[src/rtl/rtc3w_pkg.sv]
package rtc3w_pkg;

   localparam int NIB_W  = 4;
   localparam int BYTE_W = 8;

   localparam logic [BYTE_W-1:0] FLG_READ = 8'h40;
   localparam logic [BYTE_W-1:0] FLG_ADDR = 8'h20;
   localparam logic [BYTE_W-1:0] FLG_DATA = 8'h10;

   typedef enum logic [2:0] {
      S_IDLE,
      S_CMD,
      S_TURN,
      S_DATA,
      S_FIN
   } ctl_state_t;

   typedef struct packed {
      logic             wr;
      logic [NIB_W-1:0] addr;
      logic [NIB_W-1:0] wdata;
   } req_t;

   function automatic logic [BYTE_W-1:0] cmd_byte(input logic wr, input logic [NIB_W-1:0] a);
      logic [BYTE_W-1:0] base;
      base = {{(BYTE_W-NIB_W){1'b0}}, a};
      return wr ? (base | FLG_ADDR) : (base | FLG_ADDR | FLG_READ);
   endfunction

   function automatic logic [BYTE_W-1:0] data_byte(input logic [NIB_W-1:0] d);
      return {{(BYTE_W-NIB_W){1'b0}}, d} | FLG_DATA;
   endfunction

endpackage

[src/rtl/rtc3w_sync.sv]
module rtc3w_sync #(
   parameter int STAGES = 2
) (
   input  logic clk,
   input  logic rst,
   input  logic d_i,
   output logic q_o
);

   if (STAGES < 0 || STAGES > 3) begin : g_bad_stages
      $error("rtc3w_sync: STAGES must be 0..3");
   end

   if (STAGES == 0) begin : g_pass
      assign q_o = d_i;
   end else begin : g_flops
      logic [STAGES-1:0] chain;
      always_ff @(posedge clk) begin
         if (rst) chain <= '1;
         else     chain <= {chain[STAGES-2+1-1:0], d_i} >> 0;
      end
      assign q_o = chain[STAGES-1];
   end

endmodule

[src/rtl/rtc3w_half_timer.sv]
module rtc3w_half_timer #(
   parameter int HALF_CYC = 88
) (
   input  logic clk,
   input  logic rst,
   input  logic run_i,
   output logic tick_o
);

   localparam int CNT_W = (HALF_CYC > 2) ? $clog2(HALF_CYC) : 1;
   localparam logic [CNT_W-1:0] LAST = CNT_W'(HALF_CYC - 1);

   if (HALF_CYC < 2) begin : g_bad_half
      $error("rtc3w_half_timer: HALF_CYC must be at least 2");
   end

   logic [CNT_W-1:0] cnt;

   always_ff @(posedge clk) begin
      if (rst || !run_i)   cnt <= '0;
      else if (cnt == LAST) cnt <= '0;
      else                  cnt <= cnt + 1'b1;
   end

   assign tick_o = run_i && (cnt == LAST);

   AST_TICK_SPACED: assert property (@(posedge clk) disable iff (rst)
      tick_o |=> !tick_o);

endmodule

[src/rtl/rtc3w_byte_shifter.sv]
module rtc3w_byte_shifter
   import rtc3w_pkg::*;
(
   input  logic              clk,
   input  logic              rst,
   input  logic              start_i,
   input  logic              rx_mode_i,
   input  logic [BYTE_W-1:0] tx_byte_i,
   input  logic              sda_s_i,
   input  logic              tick_i,
   output logic              active_o,
   output logic              scl_o,
   output logic              sda_o,
   output logic              sda_oe_o,
   output logic [BYTE_W-1:0] rx_byte_o,
   output logic              byte_done_o
);

   localparam int IDX_W = $clog2(BYTE_W);
   localparam logic [IDX_W-1:0] LAST_BIT = IDX_W'(BYTE_W - 1);

   logic              active;
   logic              ph_low;
   logic              rx_mode;
   logic [IDX_W-1:0]  bit_idx;
   logic [BYTE_W-1:0] shreg;
   logic              done_q;

   always_ff @(posedge clk) begin
      if (rst) begin
         active  <= 1'b0;
         ph_low  <= 1'b0;
         rx_mode <= 1'b0;
         bit_idx <= '0;
         shreg   <= '0;
         done_q  <= 1'b0;
      end else begin
         done_q <= 1'b0;
         if (!active) begin
            if (start_i) begin
               active  <= 1'b1;
               ph_low  <= 1'b0;
               rx_mode <= rx_mode_i;
               bit_idx <= '0;
               shreg   <= rx_mode_i ? '0 : tx_byte_i;
            end
         end else if (tick_i) begin
            if (!ph_low) begin
               ph_low <= 1'b1;
               if (rx_mode) shreg <= {shreg[BYTE_W-2:0], sda_s_i};
            end else begin
               ph_low <= 1'b0;
               if (bit_idx == LAST_BIT) begin
                  active <= 1'b0;
                  done_q <= 1'b1;
               end else begin
                  bit_idx <= bit_idx + 1'b1;
                  if (!rx_mode) shreg <= {shreg[BYTE_W-2:0], 1'b0};
               end
            end
         end
      end
   end

   assign active_o    = active;
   assign scl_o       = !(active && ph_low);
   assign sda_o       = shreg[BYTE_W-1];
   assign sda_oe_o    = active && !rx_mode;
   assign rx_byte_o   = shreg;
   assign byte_done_o = done_q;

   AST_SDA_HOLD_LOW: assert property (@(posedge clk) disable iff (rst)
      (!scl_o && $past(!scl_o) && sda_oe_o) |-> $stable(sda_o));

   AST_END_AFTER_LOW: assert property (@(posedge clk) disable iff (rst)
      $fell(active) |-> $past(ph_low));

endmodule

[src/rtl/rtc3w_master.sv]
module rtc3w_master
   import rtc3w_pkg::*;
#(
   parameter int HALF_CYC    = 88,
   parameter int SYNC_STAGES = 2
) (
   input  logic             clk,
   input  logic             rst,
   input  logic             en_i,
   input  logic             req_valid_i,
   input  logic             req_write_i,
   input  logic [NIB_W-1:0] req_addr_i,
   input  logic [NIB_W-1:0] req_wdata_i,
   output logic             busy_o,
   output logic             done_o,
   output logic [NIB_W-1:0] rd_nibble_o,
   output logic             ce_o,
   output logic             scl_o,
   output logic             sda_o,
   output logic             sda_oe_o,
   input  logic             sda_i
);

   if (NIB_W > 4 || BYTE_W != 8) begin : g_bad_widths
      $error("rtc3w_master: nibble must fit below the flag bits of an 8-bit byte");
   end

   ctl_state_t        state;
   req_t              req_q;
   logic [NIB_W-1:0]  rd_q;
   logic              accept;
   logic              start;
   logic              rx_mode;
   logic [BYTE_W-1:0] tx_byte;
   logic              sda_s;
   logic              tick;
   logic              sh_active;
   logic              byte_done;
   logic [BYTE_W-1:0] rx_byte;

   assign accept  = (state == S_IDLE) && req_valid_i && en_i;
   assign start   = accept || (state == S_TURN);
   assign rx_mode = (state == S_TURN) && !req_q.wr;
   assign tx_byte = accept ? cmd_byte(req_write_i, req_addr_i) : data_byte(req_q.wdata);

   always_ff @(posedge clk) begin
      if (rst) begin
         state <= S_IDLE;
         req_q <= '0;
         rd_q  <= '0;
      end else begin
         case (state)
            S_IDLE: if (accept) begin
               state <= S_CMD;
               req_q <= '{wr: req_write_i, addr: req_addr_i, wdata: req_wdata_i};
            end
            S_CMD:  if (byte_done) state <= S_TURN;
            S_TURN: state <= S_DATA;
            S_DATA: if (byte_done) begin
               state <= S_FIN;
               if (!req_q.wr) rd_q <= rx_byte[NIB_W-1:0];
            end
            S_FIN:  state <= S_IDLE;
            default: state <= S_IDLE;
         endcase
      end
   end

   rtc3w_sync #(.STAGES(SYNC_STAGES)) i_sync (
      .clk (clk),
      .rst (rst),
      .d_i (sda_i),
      .q_o (sda_s)
   );

   rtc3w_half_timer #(.HALF_CYC(HALF_CYC)) i_timer (
      .clk    (clk),
      .rst    (rst),
      .run_i  (sh_active),
      .tick_o (tick)
   );

   rtc3w_byte_shifter i_shift (
      .clk         (clk),
      .rst         (rst),
      .start_i     (start),
      .rx_mode_i   (rx_mode),
      .tx_byte_i   (tx_byte),
      .sda_s_i     (sda_s),
      .tick_i      (tick),
      .active_o    (sh_active),
      .scl_o       (scl_o),
      .sda_o       (sda_o),
      .sda_oe_o    (sda_oe_o),
      .rx_byte_o   (rx_byte),
      .byte_done_o (byte_done)
   );

   assign busy_o      = (state != S_IDLE);
   assign done_o      = (state == S_FIN);
   assign rd_nibble_o = rd_q;
   assign ce_o        = en_i;

   AST_IDLE_BUS: assert property (@(posedge clk) disable iff (rst)
      !busy_o |-> (scl_o && !sda_oe_o));

   AST_RX_RELEASE: assert property (@(posedge clk) disable iff (rst)
      (state == S_DATA && !req_q.wr) |-> !sda_oe_o);

   AST_DONE_PULSE: assert property (@(posedge clk) disable iff (rst)
      done_o |=> !done_o);

   AST_REQ_HELD: assert property (@(posedge clk) disable iff (rst)
      (busy_o && $past(busy_o)) |-> $stable(req_q));

endmodule

[config.mk]
export PLATFORM = sky130hd
export DESIGN_NAME = rtc3w_master
export DESIGN_NICKNAME = d
export VERILOG_FILES = /design/src/rtl/rtc3w_pkg.sv /design/src/rtl/rtc3w_sync.sv /design/src/rtl/rtc3w_half_timer.sv /design/src/rtl/rtc3w_byte_shifter.sv /design/src/rtl/rtc3w_master.sv
export SDC_FILE = /design/constraint.sdc
export NUM_CORES = 1
export LEC_CHECK = 0
export BUFFER_PORTS_ARGS = -buffer_cell sky130_fd_sc_hd__buf_4
export CELL_PAD_IN_SITES_DETAIL_PLACEMENT = 1
export CELL_PAD_IN_SITES_GLOBAL_PLACEMENT = 2
export CORE_AREA = 2 2 72 74
export CTS_CLUSTER_SIZE = 30
export DETAILED_ROUTE_END_ITERATION = 10
export DIE_AREA = 0 0 74 76
export MAX_ROUTING_LAYER = met4
export PLACE_DENSITY_LB_ADDON = 0.05
export REMOVE_ABC_BUFFERS = 1
export SETUP_SLACK_MARGIN = 0.2
export SLEW_MARGIN = 40
export SYNTH_ARGS = -nofsm -noshare
export SYNTH_HDL_FRONTEND = slang
export SYNTH_HIERARCHICAL = 1
export SYNTH_SLANG_ARGS = --single-unit
[constraint.sdc]
create_clock -name clk -period 3.35 [get_ports clk]
set_input_delay 0 -clock clk [delete_from_list [all_inputs] [get_ports clk]]
set_output_delay 0 -clock clk [all_outputs]
set_load 0.01 [all_outputs]
==> results of run 1 <==
[flip-flops by register name (all words and copies together), names as in the netlist]
register	count
i_shift/active_o	1
i_shift/bit_idx	3
i_shift/byte_done_o	1
i_shift/ph_low	1
i_shift/rx_byte_o	8
i_shift/rx_mode	1
i_sync/g_flops.chain	2
i_timer/cnt	7
rd_nibble_o	4
req_q	5
state	3
[metrics by stage]
step	setup WS, ns	hold WS [ns]	util
2_1_floorplan	1.43	0	-
3_3_place_gp	1.29	0.183	0.394
3_5_place_dp	1.14	0.185	0.394
4_1_cts	1.12	0.110	0.425
5_1_grt	0.843	0.120	0.425
6_report	1.11	0.124	0.425
[cell usage in the layout, fill, tap and decap left out, drive strengths merged, types with 6 or more instances in the layout]
| cell type | count |
|---|---|
| nand3 | 16 |
| clkbuf | 7 |
| buf | 25 |
| nand2b | 11 |
| a21oi | 12 |
| nor2 | 11 |
| o21ai | 6 |
| a2111oi | 8 |
| inv | 6 |
| nand2 | 15 |
| dfxtp | 36 |
| a22oi | 7 |
| dlygate4sd3 | 6 |
| a211oi | 9 |
[area by class of cell]
class / instances / area (sq um)
tap: 70 / 87.6
clock buffer: 7 / 86.3
inverter: 6 / 22.5
timing repair buffer: 31 / 248
clock inverter: 1 / 7.51
sequential: 36 / 721
fill: 575 / 2820
multi-input combinational: 138 / 916
[metal layers]
layer	routed length, um	GRT usage	up-vias
met2	2130	0.265	33
met3	132	0.0410	5
li1	-	-	749
met1	2050	0.222	715
met4	42	0.0491	0
met5	0	-	-
[what timing repair did]
| action | CTS | global route |
|---|---|---|
| buffers inserted | 0 | 0 |
| endpoints found under the hold margin | 6 | 0 |
| hold buffers | 6 | 0 |
| gates resized for setup | 0 | 0 |
[path summary, 6_finish.rpt]
check,from,endpoint,slack (ns),cells past startpoint
max,i_timer/cnt[0],i_shift/rx_byte_o[1],1.11,7
min,rst,state[2],0.12,2
max reg2reg,i_timer/cnt[0],i_shift/rx_byte_o[1],1.11,7
min reg2reg,i_sync/g_flops.chain[0],i_sync/g_flops.chain[1],0.41,1
[power by group]
part	leakage (nW)	total [mW]	switching [mW]	internal, mW
combinational	0.449	0.0935	0.0506	0.0429
clock	0.0445	0.321	0.154	0.167
sequential	0.293	0.451	0.00934	0.441
==> flow_metrics.tcl, run 1 <==
set metrics [dict create \
    crit_arrival_ns 2.43 \
    grt_use_total 0.171 \
    pwr_density_cell_nw_per_um2 414 \
    clkTransAtPathRegs_ns 0.07 \
    vias_per_cell 5.20 \
    fin_skew_ns 0.00235 \
    cts_tree "yes" \
    hold_viol 0 \
    avgSynthCellArea_sq_um 9.10 \
    antennaDiodeCount 0 \
    netlist_instances 192 \
    slowest_delay_ns 0.44 \
    crit_chain "ha_1 -> nand3_2 -> nor4_1 -> and2_1 -> and4b_1 -> a2111oi_0 -> a211oi_1" \
    firstDrtPassIters 4 \
    ios 24 \
    place.gp.congestion 0.782 \
    finalSetupViolations 0 \
    worstMarginPinSlew_ns 0.668 \
    chipWidth_um 74 \
    place_hpwl_um 3070 \
    via_count 1502 \
    min_period_ns 2.24 \
    grt_max_degree 36 \
    p_leak_nw 0.786 \
    grt-ovfl-total 0 \
    yosysWarnings 6 \
    area_growth_syn_to_layout_pct 19.5 \
    rows 26 \
    antenna_found_initial 0 \
    io_buffers 23 \
    path_max_fanout 9 \
    clockRootBuffer "clkbuf_8" \
    die_h_um 76 \
    fmax_ghz 0.447 \
    synth_area_sq_um 1750 \
    crit_buf_inv 0 \
    ant_nets 0 \
    max-slew-margin-rel 0.554 \
    maxCapViolations 0 \
    clock_sinks 36 \
    slowest_stage "and4b_1" \
    rsz0062_at_grt "false" \
    cts.htree.levels 2 \
    grt_pass1_vias 1527 \
    start_util 0.356 \
    drive_gt1_frac 0.178 \
    crit_family "simple AND/OR/NAND/NOR gates" \
    total_power_uw 865 \
    fin_area_sq_um 2090 \
    placedInstanceArea_sq_um 1930 \
    tns_ns 0 \
    critPathLaunchType "register" \
    hp-class "in2reg" \
    fin_cells 289 \
    cts_max_path_buffers 2 \
    design.die.area_sq_um 5620 \
    path_class "reg2reg" \
    final_nets 236 \
    core_area_sq_um 4910 \
    wire_per_inst_um 15.1 \
    wl_um 4350 \
    dp.cells 275 \
    worst_ep_required_time_ns 3.54 \
    ir_worst_vdd_mv 0.167 \
    end_kind "register" \
    drt_iter0_drc 38 \
    slew_violations 0 \
    status "completed" \
    drc 0 \
    min_period_over_period 0.668 \
    grt_pass1_wl_um 7360 \
    cts-buffers-inserted 5 \
    clk_latency_ns 0.28 \
]
Power figures use the tool's default switching activity.
==> run 2, diff against run 1 <==
ABC_AREA = 1   (was default)
CORE_AREA = 2 2 83 85   (was 2 2 72 74)
DIE_AREA = 0 0 85 87   (was 0 0 74 76)
clock period = 2 ns   (was 3.35 ns; I/O delays follow)
==> flow_metrics.tcl, run 2 <==
set metrics [dict create \
    status "completed" \
    finalSetupViolations 0 \
    ir_worst_vdd_mv 0.247 \
    cts-buffers-inserted 5 \
    slew_violations 0 \
    start_util 0.272 \
    rr_startpoint "i_timer/cnt[1]" \
    crit_arrival_ns 1.84 \
    netlist_instances 254 \
    grt_pass1_wl_um 7270 \
    clk_latency_ns 0.29 \
    power_frac_comb 0.127 \
    cts.htree.levels 2 \
    pwr-share-seq 0.509 \
    cp-endpoint "i_shift/rx_byte_o[7]" \
    p_clk_frac 0.364 \
    rows 30 \
    cpMostUsedCell "nand2_1" \
    mostFrequentLayoutCell "nand2_1" \
    min_period_ns 1.62 \
    rsz0062_at_grt "false" \
    via_count 1613 \
    slowest_delay_ns 0.36 \
    crit_family "simple AND/OR/NAND/NOR gates" \
    crit_cells 11 \
    r2r_cells 11 \
    area_growth_syn_to_layout_pct 21.2 \
    wire_per_inst_um 12.1 \
    min_period_over_period 0.811 \
    clock_sinks 36 \
    avgSynthCellArea_sq_um 7.02 \
    dp.cells 352 \
    worst_r2r_endpoint "i_shift/rx_byte_o[7]" \
    maxCapViolations 0 \
    final_nets 301 \
    ios 24 \
    tns_ns 0 \
    vias_per_cell 4.43 \
    crit_chain "ha_1 -> nand2_1 -> inv_2 -> nand3_2 -> nor2_2 -> nand2_2 -> nand2_8 -> nand3_4 -> nand2_1 -> nand2_1 -> nor2_1" \
    yosysWarnings 6 \
    critPathLaunchType "register" \
    cp-startpoint "i_timer/cnt[1]" \
    cts_setup_buffers 0 \
    drc 0 \
    antennaDiodeCount 0 \
    ant_nets 0 \
    wl_um 4390 \
    antenna_found_initial 0 \
    cts_tree "yes" \
    grt_max_degree 20 \
    design.die.area_sq_um 7400 \
    switchingPower_uw 392 \
    grt-ovfl-total 0 \
    die_h_um 87 \
    final_cell_mix "nand2_1, nor2_1, dfxtp_1, inv_1, nand3_1" \
    clkTransAtPathRegs_ns 0.07 \
    hold_viol 0 \
    path_max_fanout 9 \
    drive_gt1_frac 0.169 \
    worst_ep_required_time_ns 2.22 \
    fin_skew_ns 0.00403 \
    hp-class "in2reg" \
    end_kind "register" \
    grt_use_total 0.126 \
    synth_area_sq_um 1780 \
    slowest_stage "dfxtp_1" \
    r2r_setup_slack_ns 0.38 \
    drt_iter0_drc 43 \
    chipWidth_um 85 \
    place_hpwl_um 3170 \
    firstDrtPassIters 4 \
    clockRootBuffer "clkbuf_8" \
    intPower_mw 1.10 \
    place.gp.congestion 0.703 \
    p_leak_nw 0.984 \
    p_sw_frac 0.263 \
    cts_max_path_buffers 2 \
    io_buffers 23 \
    crit_buf_inv 1 \
    pwr_density_cell_nw_per_um2 690 \
    fin_cells 364 \
    core_area_sq_um 6570 \
    path_class "reg2reg" \
    grt_pass1_vias 1575 \
    fmax_ghz 0.617 \
    largest_register_ff_count 8 \
]
run 2: cell types whose count changed in the layout (fill, tap and decap cells not counted), moves of 5 or more:
cell	before	now
nand2b_1	11	0
a22oi_1	7	0
nand2_1	15	59
nand3_1	15	27
nor2_1	10	37
a2111oi_0	8	0
o21ai_0	2	9
a211oi_1	9	0
inv_1	5	31
nor2b_1	5	0
run 2: through the flow:
stage | setup slack (ns) | cell area (sq um) | hold WS (ns) | utilization | total power, mW
floorplan | 0.447 | 1740 | 0 | - | 0.890
global placement | 0.265 | 2020 | 0.176 | 0.308 | 0.961
detailed placement | 0.235 | 2020 | 0.176 | 0.308 | 0.961
CTS | 0.217 | 2140 | 0.00425 | 0.326 | 1.52
global route | 0.218 | 2160 | 0.0220 | 0.329 | 1.59
finish | 0.378 | 2160 | 0.0116 | 0.329 | 1.49
run 2: how the worst min path moves through the flow:
stage	from	end	slack [ns]	depth (start not counted)
floorplan	en_i	ce_o	0	0
global placement	sda_i	i_sync/g_flops.chain[0]	0.18	3
detailed placement	sda_i	i_sync/g_flops.chain[0]	0.18	3
CTS	req_wdata_i[1]	req_q[1]	0.004	3
global route	req_wdata_i[1]	req_q[1]	0.02	3
finish	req_wdata_i[1]	req_q[1]	0.01	3
run 2: area by class of cell:
| type | count | area (sq um) |
|---|---|---|
| Clock buffer | 8 | 90.1 |
| Fill cell | 817 | 4410 |
| Inverter | 35 | 139 |
| Multi-Input combinational cell | 178 | 902 |
| Sequential cell | 36 | 722 |
| Tap cell | 80 | 100 |
| Timing Repair Buffer | 27 | 210 |
run 2: repair_timing:
action / 4_1_cts / 5_1_grt
endpoints found under the hold margin: 3 / 0
hold buffers: 3 / 0
endpoints found under the setup margin: 0 / 8
resized for setup: 0 / 3
run 2: worst reg2reg max path, cell delays in order (launching register included):
cell and delay [ns]:
dfxtp_1 0.36, ha_1 0.20, nand2_1 0.09, inv_2 0.09
nand3_2 0.10, nor2_2 0.12, nand2_2 0.11, nand2_8 0.13
nand3_4 0.12, nand2_1 0.09, nand2_1 0.04, nor2_1 0.10
run 2: metal layers:
layer	part of all wire	vias up	track usage
met5	0	-	-
met4	0.014	0	0.0390
met3	0.038	5	0.0332
met2	0.47	22	0.205
met1	0.48	726	0.153
li1	-	860	-
run 2: power groups by stage:
stage	Clock, mW	Combinational [mW]	Sequential, mW
floorplan	0	0.111	0.779
CTS	0.570	0.190	0.760
detailed placement	0	0.184	0.777
global route	0.604	0.217	0.763
finish	0.544	0.189	0.760
global placement	0	0.185	0.776
